**src/rtl/bus_seq_pkg.sv**
```systemverilog
package bus_seq_pkg;

    localparam int unsigned SIZE_W = 2;
    localparam int unsigned ACK_W  = 2;

    typedef enum logic [2:0] {
        ST_IDLE   = 3'd0,
        ST_ADDR   = 3'd1,
        ST_DSTB   = 3'd2,
        ST_WAIT   = 3'd3,
        ST_LATCH  = 3'd4,
        ST_ERRWIN = 3'd5,
        ST_TERM   = 3'd6,
        ST_HOLD   = 3'd7
    } seq_state_e;

    typedef enum logic [1:0] {
        STAT_NONE  = 2'd0,
        STAT_DONE  = 2'd1,
        STAT_ABORT = 2'd2,
        STAT_RETRY = 2'd3
    } cyc_status_e;

    // Handshake inputs after synchronization
    typedef struct packed {
        logic [ACK_W-1:0] ack;
        logic             err;
        logic             halt;
    } handshake_t;

    localparam int unsigned HS_W = ACK_W + 2;

    // Error termination: halt only matters together with error
    function automatic cyc_status_e err_outcome(input logic err, input logic halt);
        if (err && halt) return STAT_RETRY;
        if (err)         return STAT_ABORT;
        return STAT_NONE;
    endfunction

    function automatic logic strobe_state(input seq_state_e s);
        return (s == ST_ADDR) || (s == ST_DSTB) || (s == ST_WAIT) ||
               (s == ST_LATCH) || (s == ST_ERRWIN);
    endfunction

endpackage

```
**src/rtl/bus_sync.sv**
```systemverilog
module bus_sync #(
    parameter int unsigned WIDTH  = 4,
    parameter int unsigned STAGES = 2
) (
    input  logic             clk,
    input  logic             rst,
    input  logic [WIDTH-1:0] d,
    output logic [WIDTH-1:0] q
);
    logic [WIDTH-1:0] chain [STAGES];

    always_ff @(posedge clk) begin
        if (rst) begin
            for (int s = 0; s < int'(STAGES); s++) chain[s] <= '0;
        end else begin
            chain[0] <= d;
            for (int s = 1; s < int'(STAGES); s++) chain[s] <= chain[s-1];
        end
    end

    assign q = chain[STAGES-1];
endmodule

```
**src/rtl/bus_cycle_fsm.sv**
```systemverilog
module bus_cycle_fsm
    import bus_seq_pkg::*;
#(
    parameter int unsigned LATCH_DELAY = 1,
    parameter int unsigned ERR_WINDOW  = 2
) (
    input  logic        clk,
    input  logic        rst,
    input  logic        start,
    input  handshake_t  hs,
    output seq_state_e  state,
    output logic        astb,
    output logic        dstb,
    output logic        ready,
    output logic        ack_seen,
    output logic        latch_en,
    output logic        commit,
    output cyc_status_e status
);
    localparam int unsigned CMAX = (LATCH_DELAY > ERR_WINDOW) ? LATCH_DELAY : ERR_WINDOW;
    localparam int unsigned CW   = $clog2(CMAX + 1);
    localparam logic [CW-1:0] LAT_LAST = CW'(LATCH_DELAY - 1);
    localparam logic [CW-1:0] WIN_LAST = CW'(ERR_WINDOW - 1);

    seq_state_e  nxt;
    logic [CW-1:0] cnt, cnt_nxt;
    cyc_status_e outc, outc_nxt;
    cyc_status_e err_oc;
    logic        ack_any;

    assign err_oc  = err_outcome(hs.err, hs.halt);
    assign ack_any = |hs.ack;

    always_comb begin
        nxt      = state;
        cnt_nxt  = cnt;
        outc_nxt = outc;
        ack_seen = 1'b0;
        latch_en = 1'b0;
        commit   = 1'b0;
        unique case (state)
            ST_IDLE: begin
                if (start) nxt = ST_ADDR;
            end
            ST_ADDR: nxt = ST_DSTB;
            ST_DSTB, ST_WAIT: begin
                if (err_oc != STAT_NONE) begin
                    nxt      = ST_TERM;
                    outc_nxt = err_oc;
                end else if (ack_any) begin
                    nxt      = ST_LATCH;
                    cnt_nxt  = '0;
                    ack_seen = 1'b1;
                end else begin
                    nxt = ST_WAIT;
                end
            end
            ST_LATCH: begin
                if (err_oc != STAT_NONE) begin
                    nxt      = ST_TERM;
                    outc_nxt = err_oc;
                end else if (cnt == LAT_LAST) begin
                    latch_en = 1'b1;
                    nxt      = ST_ERRWIN;
                    cnt_nxt  = '0;
                end else begin
                    cnt_nxt = cnt + 1'b1;
                end
            end
            ST_ERRWIN: begin
                if (err_oc != STAT_NONE) begin
                    nxt      = ST_TERM;
                    outc_nxt = err_oc;
                end else if (cnt == WIN_LAST) begin
                    nxt      = ST_TERM;
                    outc_nxt = STAT_DONE;
                    commit   = 1'b1;
                end else begin
                    cnt_nxt = cnt + 1'b1;
                end
            end
            ST_TERM: nxt = (outc == STAT_RETRY) ? ST_HOLD : ST_IDLE;
            ST_HOLD: begin
                if (!hs.halt) nxt = ST_ADDR;
            end
            default: nxt = ST_IDLE;
        endcase
    end

    always_ff @(posedge clk) begin
        if (rst) begin
            state <= ST_IDLE;
            cnt   <= '0;
            outc  <= STAT_NONE;
        end else begin
            state <= nxt;
            cnt   <= cnt_nxt;
            outc  <= outc_nxt;
        end
    end

    assign astb   = strobe_state(state);
    assign dstb   = astb && (state != ST_ADDR);
    assign ready  = (state == ST_IDLE);
    assign status = (state == ST_TERM) ? outc : STAT_NONE;


    status_pulse_chk: assert property (@(posedge clk) disable iff (rst)
        (status != STAT_NONE) |=> (status == STAT_NONE));


    status_quiet_bus_chk: assert property (@(posedge clk) disable iff (rst)
        (status != STAT_NONE) |-> !astb);


    dstb_under_astb_chk: assert property (@(posedge clk) disable iff (rst)
        dstb |-> astb);


    astb_leads_dstb_chk: assert property (@(posedge clk) disable iff (rst)
        $rose(astb) |-> !dstb);


    min_strobe_chk: assert property (@(posedge clk) disable iff (rst)
        $rose(astb) |=> astb);


    retry_hold_chk: assert property (@(posedge clk) disable iff (rst)
        (state == ST_HOLD && hs.halt) |=> !astb);


    busy_not_ready_chk: assert property (@(posedge clk) disable iff (rst)
        astb |-> !ready);
endmodule

```
**src/rtl/bus_xfer_regs.sv**
```systemverilog
module bus_xfer_regs
    import bus_seq_pkg::*;
#(
    parameter int unsigned ADDR_W = 32,
    parameter int unsigned DATA_W = 32
) (
    input  logic              clk,
    input  logic              rst,
    input  logic              start,
    input  logic [ADDR_W-1:0] req_addr,
    input  logic [SIZE_W-1:0] req_size,
    input  logic              req_write,
    input  logic [DATA_W-1:0] req_wdata,
    input  logic [ACK_W-1:0]  ack_code,
    input  logic              astb,
    input  logic              dstb,
    input  logic              ack_seen,
    input  logic              latch_en,
    input  logic              commit,
    input  logic [DATA_W-1:0] bus_rdata,
    output logic [ADDR_W-1:0] bus_addr,
    output logic [SIZE_W-1:0] bus_size,
    output logic              bus_rd,
    output logic [DATA_W-1:0] bus_wdata,
    output logic              bus_wdata_oe,
    output logic [DATA_W-1:0] rsp_rdata,
    output logic [ACK_W-1:0]  rsp_port
);
    logic [ADDR_W-1:0] addr_q;
    logic [SIZE_W-1:0] size_q;
    logic              wr_q;
    logic [DATA_W-1:0] wdata_q;
    logic [DATA_W-1:0] stage_rd;
    logic [ACK_W-1:0]  stage_port;

    // Request is held for the whole cycle and any retry of it
    always_ff @(posedge clk) begin
        if (rst) begin
            addr_q  <= '0;
            size_q  <= '0;
            wr_q    <= 1'b0;
            wdata_q <= '0;
        end else if (start) begin
            addr_q  <= req_addr;
            size_q  <= req_size;
            wr_q    <= req_write;
            wdata_q <= req_wdata;
        end
    end

    // Staging: sampled during the cycle, committed only on a clean end
    always_ff @(posedge clk) begin
        if (rst) begin
            stage_rd   <= '0;
            stage_port <= '0;
            rsp_rdata  <= '0;
            rsp_port   <= '0;
        end else begin
            if (ack_seen) stage_port <= ack_code;
            if (latch_en) stage_rd   <= bus_rdata;
            if (commit) begin
                rsp_port <= stage_port;
                if (!wr_q) rsp_rdata <= stage_rd;
            end
        end
    end

    assign bus_addr     = addr_q;
    assign bus_size     = size_q;
    assign bus_rd       = !wr_q;
    assign bus_wdata    = wdata_q;
    assign bus_wdata_oe = wr_q && astb;


    addr_hold_chk: assert property (@(posedge clk) disable iff (rst)
        (astb && $past(astb)) |-> ($stable(bus_addr) && $stable(bus_size) && $stable(bus_rd)));


    wdata_leads_dstb_chk: assert property (@(posedge clk) disable iff (rst)
        (dstb && !bus_rd) |-> (bus_wdata_oe && $past(bus_wdata_oe)));
endmodule

```
**src/rtl/bus_cycle_master.sv**
```systemverilog
module bus_cycle_master
    import bus_seq_pkg::*;
#(
    parameter int unsigned ADDR_W      = 32,
    parameter int unsigned DATA_W      = 32,
    parameter int unsigned SYNC_STAGES = 2,
    parameter int unsigned LATCH_DELAY = 1,
    parameter int unsigned ERR_WINDOW  = 2
) (
    input  logic              clk,
    input  logic              rst,
    input  logic              req_valid,
    output logic              req_ready,
    input  logic [ADDR_W-1:0] req_addr,
    input  logic [1:0]        req_size,
    input  logic              req_write,
    input  logic [DATA_W-1:0] req_wdata,
    output logic [ADDR_W-1:0] bus_addr,
    output logic [1:0]        bus_size,
    output logic              bus_rd,
    output logic              bus_astb,
    output logic              bus_dstb,
    output logic [DATA_W-1:0] bus_wdata,
    output logic              bus_wdata_oe,
    input  logic [DATA_W-1:0] bus_rdata,
    input  logic [1:0]        bus_ack,
    input  logic              bus_err,
    input  logic              bus_halt,
    output logic [1:0]        rsp_status,
    output logic [DATA_W-1:0] rsp_rdata,
    output logic [1:0]        rsp_port
);
    logic [HS_W-1:0] hs_raw, hs_sync;
    handshake_t      hs;
    seq_state_e      state;
    cyc_status_e     status;
    logic            start, ack_seen, latch_en, commit;

    assign hs_raw = {bus_ack, bus_err, bus_halt};
    assign hs     = handshake_t'(hs_sync);
    assign start  = req_valid && req_ready;

    bus_sync #(.WIDTH(HS_W), .STAGES(SYNC_STAGES)) u_sync (
        .clk (clk),
        .rst (rst),
        .d   (hs_raw),
        .q   (hs_sync)
    );

    bus_cycle_fsm #(.LATCH_DELAY(LATCH_DELAY), .ERR_WINDOW(ERR_WINDOW)) u_fsm (
        .clk      (clk),
        .rst      (rst),
        .start    (start),
        .hs       (hs),
        .state    (state),
        .astb     (bus_astb),
        .dstb     (bus_dstb),
        .ready    (req_ready),
        .ack_seen (ack_seen),
        .latch_en (latch_en),
        .commit   (commit),
        .status   (status)
    );

    bus_xfer_regs #(.ADDR_W(ADDR_W), .DATA_W(DATA_W)) u_regs (
        .clk          (clk),
        .rst          (rst),
        .start        (start),
        .req_addr     (req_addr),
        .req_size     (req_size),
        .req_write    (req_write),
        .req_wdata    (req_wdata),
        .ack_code     (hs.ack),
        .astb         (bus_astb),
        .dstb         (bus_dstb),
        .ack_seen     (ack_seen),
        .latch_en     (latch_en),
        .commit       (commit),
        .bus_rdata    (bus_rdata),
        .bus_addr     (bus_addr),
        .bus_size     (bus_size),
        .bus_rd       (bus_rd),
        .bus_wdata    (bus_wdata),
        .bus_wdata_oe (bus_wdata_oe),
        .rsp_rdata    (rsp_rdata),
        .rsp_port     (rsp_port)
    );

    assign rsp_status = status;


    abort_keeps_data_chk: assert property (@(posedge clk) disable iff (rst)
        (status == STAT_ABORT) |-> ($stable(rsp_rdata) && $stable(rsp_port)));


    abort_no_commit_chk: assert property (@(posedge clk) disable iff (rst)
        (status == STAT_ABORT) |-> !$past(commit));


    idle_no_status_chk: assert property (@(posedge clk) disable iff (rst)
        (req_ready && !$past(bus_astb) && $past(req_ready)) |-> (status == STAT_NONE));
endmodule

```
**config.mk**
```make
export PLATFORM = sky130hd
export DESIGN_NAME = bus_cycle_master
export DESIGN_NICKNAME = d
export VERILOG_FILES = /design/src/rtl/bus_seq_pkg.sv /design/src/rtl/bus_sync.sv /design/src/rtl/bus_cycle_fsm.sv /design/src/rtl/bus_xfer_regs.sv /design/src/rtl/bus_cycle_master.sv
export SDC_FILE = /design/constraint.sdc
export NUM_CORES = 1
export LEC_CHECK = 0
export BUFFER_PORTS_ARGS = -buffer_cell sky130_fd_sc_hd__buf_2
export CAP_MARGIN = 25
export CORE_MARGIN = 4
export CORE_UTILIZATION = 42
export DETAILED_ROUTE_END_ITERATION = 16
export PLACE_DENSITY = 0.73
export SLEW_MARGIN = 20
export SYNTH_ARGS = -nofsm -noshare
export SYNTH_HDL_FRONTEND = slang
export SYNTH_HIERARCHICAL = 1
export SYNTH_SLANG_ARGS = --single-unit
export TNS_END_PERCENT = 10
```
**constraint.sdc**
```tcl
create_clock -name clk -period 1.55 [get_ports clk]
set_input_delay 0.2325 -clock clk [delete_from_list [all_inputs] [get_ports clk]]
set_output_delay 0.2325 -clock clk [all_outputs]
set_load 0.02 [all_outputs]
```
# --- Word level (Yosys, flattened, before mapping) ---
# Memory sizes are Yosys's and may differ from the RTL's.
# Index checks and enable logic that the tools add are counted.
totals:
  ff_bits: 142
  out_inout_bits: 107
  mem_bits_rw: 8
  latchBits: 0
  mem_count: 1
  romBits: 0
  elab_cells: 100
  in_bits: 106
memory_table:
  columns: ["name", "words", "word_bits", "rd", "rd_clocked_by_memory_dff", "wr", "line", "text"]
  rows:
  - ["u_sync.chain", 2, 4, 2, 0, 2, "bus_sync.sv:10", "logic [WIDTH-1:0] chain [STAGES];"]
classes:
  shifts: 0
  n_mux: 43
  n_div: 0
  bitwise_logic: 3
  eq_ne: 20
  n_mul: 0
  addsub: 1
  reduce_logical: 21
  magnitude_cmp: 0
ops:
  columns: ["operator", "n"]
  rows:
  - ["2-bit two-way mux", 14]
  - ["3-bit two-way mux", 9]
  - ["3-bit case mux with 7 select lines", 1]
  - ["1-bit two-way mux", 15]
  - ["3-bit == test, second input constant", 4]
  - ["2-bit inequality test, second input constant", 5]
  - ["3-bit by 1-bit inequality test with 1-bit output, second input constant", 3]
  - ["4-bit two-way mux", 2]
  - ["3-bit by 2-bit == test with 1-bit output, second input constant", 2]
  - ["2-bit by 1-bit inequality test with 1-bit output, second input constant", 3]
  - ["2-bit case mux with 3 select lines", 1]
  - ["6-bit AND reduction", 1]
  - ["1-bit logical AND", 4]
  - ["1-bit logical OR", 4]
  - ["2-bit case mux with 2 select lines", 1]
  - ["4-bit AND reduction", 1]
  - ["2-bit nonzero test", 2]
  - ["2-bit OR reduction", 2]
  - ["3-bit by 1-bit == test with 1-bit output, second input constant", 1]
  - ["3-bit zero test", 1]
  - ["3-bit AND reduction", 1]
  - ["3-bit nonzero test", 1]
  - ["3-bit OR reduction", 1]
  - ["2-bit by 1-bit adder with 2-bit output, second input constant", 1]
  - ["7 further kinds", 8]

# --- Depth between registers and ports, before layout ---
logic_depth:
  ltp_word: 9
  mapped_depth: 9

# --- Cells and area by module ---
# Netlist, hierarchy kept.
by_module_without_submodules:
  columns: ["module", "seq_area_each_um2", "area_per_inst_um2", "cells_per_inst", "n_inst"]
  rows:
  - ["bus_xfer_regs", 2702.6, 5296.3, 479, 1]
  - ["bus_cycle_fsm", 140.1, 560.5, 73, 1]
  - ["bus_sync", 160.2, 240.2, 20, 1]
  - ["bus_cycle_master", 0.0, 6.3, 1, 1]

# --- Worst setup path before layout ---
# No wires, ideal clock.
synth_path:
  kind: "register -> register"
  start: "register u_fsm.state[2]"
  end: "register u_regs.addr_q[0], in the netlist u_regs/bus_addr[0]"
  arrival_ps: 2016
  required_ps: 1436
  path_buffers: 5
  stages_incl_launch_ff: 10
  path_slack_ps: -580
  cell_sequence: "dfxtp_1 buf_6 buf_2 nor3_1 and2_1 buf_6 buf_12 buf_12 mux2i_1 nor2_1"
synth_between:
  elab_chain_cells: 2
synth_rtl:
  columns: ["item", "line", "text"]
  rows:
  - ["from (decl)", "bus_cycle_fsm.sv:11", "output seq_state_e state,"]
  - ["from (signal assigned)", "bus_cycle_fsm.sv:96", "state <= nxt;"]
  - ["3-bit zero test", "bus_cycle_fsm.sv:104", "assign ready = (state == ST_IDLE);"]
  - ["net req_ready", "bus_cycle_master.sv:13", "output logic req_ready,"]
  - ["1-bit logical AND", "bus_cycle_master.sv:41", "assign start = req_valid && req_ready;"]
  - ["net start", "bus_cycle_master.sv:37", "logic start, ack_seen, latch_en, commit;"]
  - ["to (signal assigned)", "bus_xfer_regs.sv:44", "addr_q <= req_addr;"]
  - ["to (decl)", "bus_xfer_regs.sv:29", "logic [ADDR_W-1:0] addr_q;"]
# The timed path passes the listed nets, and every way through them passes these cells.
# A chain may end at the register's enable or synchronous reset.

# --- Final worst setup path ---
layout_path:
  start: "register u_fsm.state[1]"
  end: "output port bus_wdata_oe"
layout_between:
  elab_chain_cells: 6
layout_rtl:
  columns: ["item", "line", "text"]
  rows:
  - ["3-bit by 1-bit == test with 1-bit output or 3-bit by 2-bit == test with 1-bit output (tied branches)", "bus_seq_pkg.sv:41", "return (s == ST_ADDR) || (s == ST_DSTB) || (s == ST_WAIT) ||"]
  - ["1-bit logical OR (3 in series)", "bus_seq_pkg.sv:41", null]
  - ["1-bit logical OR (*)", "bus_seq_pkg.sv:42", "(s == ST_LATCH) || (s == ST_ERRWIN);"]
  - ["1-bit logical AND (*)", "bus_xfer_regs.sv:72", "assign bus_wdata_oe = wr_q && astb;"]
  - ["to (decl)", "bus_cycle_master.sv:24", "output logic bus_wdata_oe,"]
# Every way passes the cells marked *; elsewhere a longest branch is shown, timed or not.

==> metrics <==
first-pass detailed-route iteration total 4; maximum ir drop on the vdd rail 0.000885 V; maximum level of the CTS H-tree 4; status finished, violations left; sequential area share after synthesis 49.2%; per-cell routed wire length 15.2 µm; total via count after detailed routing 4863; final hold vios 0; Slew @ Worst Pin 332 ps; most used cell, CP sky130_fd_sc_hd__buf_6; wire length of the first global-routing pass 23600 µm; Total Power 11.2 mW; half-perimeter wire length after placement 10300 µm; Post-Route Skew 6.17 ps; maximum achievable frequency 568 MHz; cell type with the highest aggregate area in the netlist sky130_fd_sc_hd__dfxtp_1; largest net degree at the start of global routing 63; maximum cell stage delay along the critical path 360 ps; Site Rows 43; commonest cells after routing, fill and taps aside 206 x sky130_fd_sc_hd__buf_2, 145 x sky130_fd_sc_hd__dfxtp_1, 106 x sky130_fd_sc_hd__nor2_1; net switching share of the total power 27.6%; final max-slew violation count 0; synthesis-stage register bit count 150; endpoint type of the worst setup path output port; Final min period 1760 ps; min setup slack post-route -212 ps; leakage component of the power 3.68 nW; violations in the final reports negative setup slack; Die X-Extent 129 µm; final RePlAce weighted congestion 0.806; Period Utilization, post-route 114%; top post-synthesis cells by area sky130_fd_sc_hd__dfxtp_1 49%, sky130_fd_sc_hd__mux2i_1 17%, sky130_fd_sc_hd__nor2_1 6.5%, sky130_fd_sc_hd__nand4bb_1 5.9%, sky130_fd_sc_hd__o21ai_2 4.3%; total wirelength of the detailed-routed design 15100 µm; syn nets 682; synth unique cells 38; Power Internal 8.12 mW; area of the core region 14000 µm²; power density over cell area 1350 nW/µm²; Avg Vias per Cell 4.88; Critical Path Source Type flop; Setup Viol. Count Final 76; cell-by-cell trace of the critical path buf_12 > nor3_4 > buf_6 > a21oi_4 > and2_4 > buf_6; total congestion overflow after global routing 0; layout overhead on the synthesized area 36.2%; CTS tree yes; Top-Level Pins 213; critical path data arrival time 1530 ps; fraction of layout instances using a drive strength above 1 42.0%; area enclosed by the die boundary 16500 µm²; clock latency of the later-clocked register in the worst-skew pair 410 ps; quantity of hold-fixing buffers added after cts 0; switching power 3.10 mW; total routing usage reported by global routing 17.8%; type of the setup path with the least slack reg2out; number of antenna violations at the first check in global routing 1; number of global-route vias before repair 4708; Nets 912; cell with the largest stage delay on the worst path sky130_fd_sc_hd__dfxtp_4; number of input and output port buffers inserted 212; Clock Pin Slew Worst Setup and Hold Paths 60 ps; number of nets still failing antenna checks after routing 0; worst rel slew slack 77.8%; fraction of power consumed by the clock network 37.0%; commonest non-fill, non-tap cell in the layout sky130_fd_sc_hd__buf_2; root cell of the clock tree sky130_fd_sc_hd__clkbuf_16; Logic pwr share 24.4%; antenna diode instance count 0; largest fanout on the critical path 3; initial cell density of the core 43.5%; Iter 0 DRT Violations 228; CTS Buf Count 17; Min-Delay Path Class in2reg; total clock sinks 150; drt drc 0; maxcap violations 0; Req. time, crit path 1320 ps; dpl cells 948; Max clock buf depth 2; mean area per synthesized cell 10.7 µm²; yosys warns 6; Final Instance Count excl. Fillers 996; Post-Syn Instances 573; Cell Area, Synth 6100 µm²; Die Height 129 µm; sequential cell fraction of total power 38.6%; share of Yosys cell area claimed by the top area cell type 49.2%; RSZ-0062 raised after global routing yes
## worst paths after layout
| kind | from | to | slack, ps | depth (start not counted) |
|---|---|---|---|---|
| setup / recovery | u_fsm/state[1] | bus_wdata_oe | -210 | 6 |
| hold / removal | bus_halt | u_sync/chain[0][0] | 20 | 2 |
| setup reg to reg | u_fsm/state[1] | u_fsm/state[0] | -170 | 8 |
| hold reg to reg | u_sync/chain[0][1] | u_sync/chain[0][5] | 440 | 1 |
## final cells by class
cell class / count / area [µm²]
clock buffer: 21 / 450
timing repair buffer: 258 / 1650
tap: 180 / 225
inverter: 5 / 18.8
multi-input combinational: 371 / 2810
sequential: 150 / 3010
clock inverter: 11 / 151
fill: 1205 / 5730
## critical path: cells and delay by family (launching register included)
family / cells / cell delay, ps
buffers and inverters: 3 / 380
AND/OR/NAND/NOR: 2 / 340
AO/OA/AOI/OAI: 1 / 30
flip-flops: 1 / 360
## state kept, by name, indices dropped and copies added, names as in the netlist
name               flops
u_regs/bus_addr       32
u_regs/stage_rd       32
u_regs/bus_wdata      32
u_regs/rsp_rdata      32
u_sync/chain           8
u_regs/stage_port      2
u_regs/rsp_port        2
u_regs/bus_size        2
u_fsm/cnt              2
u_regs/wr_q            1
u_fsm/outc             2
u_fsm/state            3
## what timing repair did
| item | CTS | global route |
|---|---|---|
| setup buffers | 7 | 6 |
| resized for setup | 22 | 24 |
| cloned | 0 | 3 |
| setup endpoints to repair | 38 | 132 |
| pin swaps | 4 | 8 |
## per-stage QoR
step | TNS, ps | instance area [µm²] | utilization [%] | hold WS, ps | setup WS, ps
finish | -7600 | 8310 | 59.2 | 24.9 | -212
global placement | 0 | 7390 | 52.6 | 419 | 28.6
detailed placement | -114 | 7390 | 52.6 | 431 | -12.5
floorplan | -15430 | 6120 | - | 302 | -198
global route | -15860 | 8310 | 59.2 | 7.93 | -286
CTS | -1960 | 8120 | 57.9 | 6.08 | -183
## cell families after synthesis
kind of cell               after synthesis  share of synthesized area, %
and+or+nand+nor                        208                          19.5
DFF                                    150                          49.2
muxes                                  104                          17.1
AOI/OAI and AO/OA                       55                          7.01
buffers and inverters                   53                          6.58
adders and majority gates                3                         0.615
## cells in the mapped netlist
cell / instances
sky130_fd_sc_hd__dfxtp_1: 150
sky130_fd_sc_hd__nor2_1: 106
sky130_fd_sc_hd__mux2i_1: 104
sky130_fd_sc_hd__nand2b_1: 37
sky130_fd_sc_hd__nand4bb_1: 32
sky130_fd_sc_hd__o21ai_2: 30
sky130_fd_sc_hd__buf_4: 22
sky130_fd_sc_hd__nor2b_1: 10
sky130_fd_sc_hd__buf_2: 8
sky130_fd_sc_hd__clkbuf_1: 8
sky130_fd_sc_hd__a21oi_1: 7
sky130_fd_sc_hd__buf_6: 6
sky130_fd_sc_hd__nor3_1: 6
sky130_fd_sc_hd__inv_1: 5
sky130_fd_sc_hd__nand2_1: 5
sky130_fd_sc_hd__buf_12: 4
sky130_fd_sc_hd__o21ai_0: 4
sky130_fd_sc_hd__a311oi_1: 3
sky130_fd_sc_hd__ha_1: 3
sky130_fd_sc_hd__a221oi_1: 2
sky130_fd_sc_hd__and2_1: 2
sky130_fd_sc_hd__and3_1: 2
sky130_fd_sc_hd__o21ai_1: 2
sky130_fd_sc_hd__a21boi_0: 1
sky130_fd_sc_hd__a2bb2oi_1: 1
sky130_fd_sc_hd__and2b_2: 1
sky130_fd_sc_hd__and2b_4: 1
sky130_fd_sc_hd__nand2b_4: 1
sky130_fd_sc_hd__nand3_1: 1
sky130_fd_sc_hd__nand4_1: 1
sky130_fd_sc_hd__nand4b_1: 1
sky130_fd_sc_hd__o211a_1: 1
sky130_fd_sc_hd__o211ai_1: 1
sky130_fd_sc_hd__o21a_1: 1
sky130_fd_sc_hd__o22a_1: 1
sky130_fd_sc_hd__o22ai_1: 1
sky130_fd_sc_hd__or3_1: 1
sky130_fd_sc_hd__or4_1: 1
## layer usage
layer / GRT usage, % / routed length [µm] / vias to the layer above
met4: 5.87 / 187 / 2
li1: - / - / 2431
met3: 7.31 / 1500 / 19
met5: 0 / 13 / -
met1: 22.4 / 6470 / 2215
met2: 28.0 / 6960 / 196
## power by group through the flow
stage | clock network (mW) | logic (mW) | registers (mW)
6_report | 4.16 | 2.73 | 4.33
5_1_grt | 4.45 | 2.92 | 4.37
4_1_cts | 4.27 | 2.43 | 4.32
3_5_place_dp | 0 | 2.25 | 4.40
3_3_place_gp | 0 | 2.24 | 4.38
2_1_floorplan | 0 | 1.34 | 4.66
(Power assumes the default switching activity.)
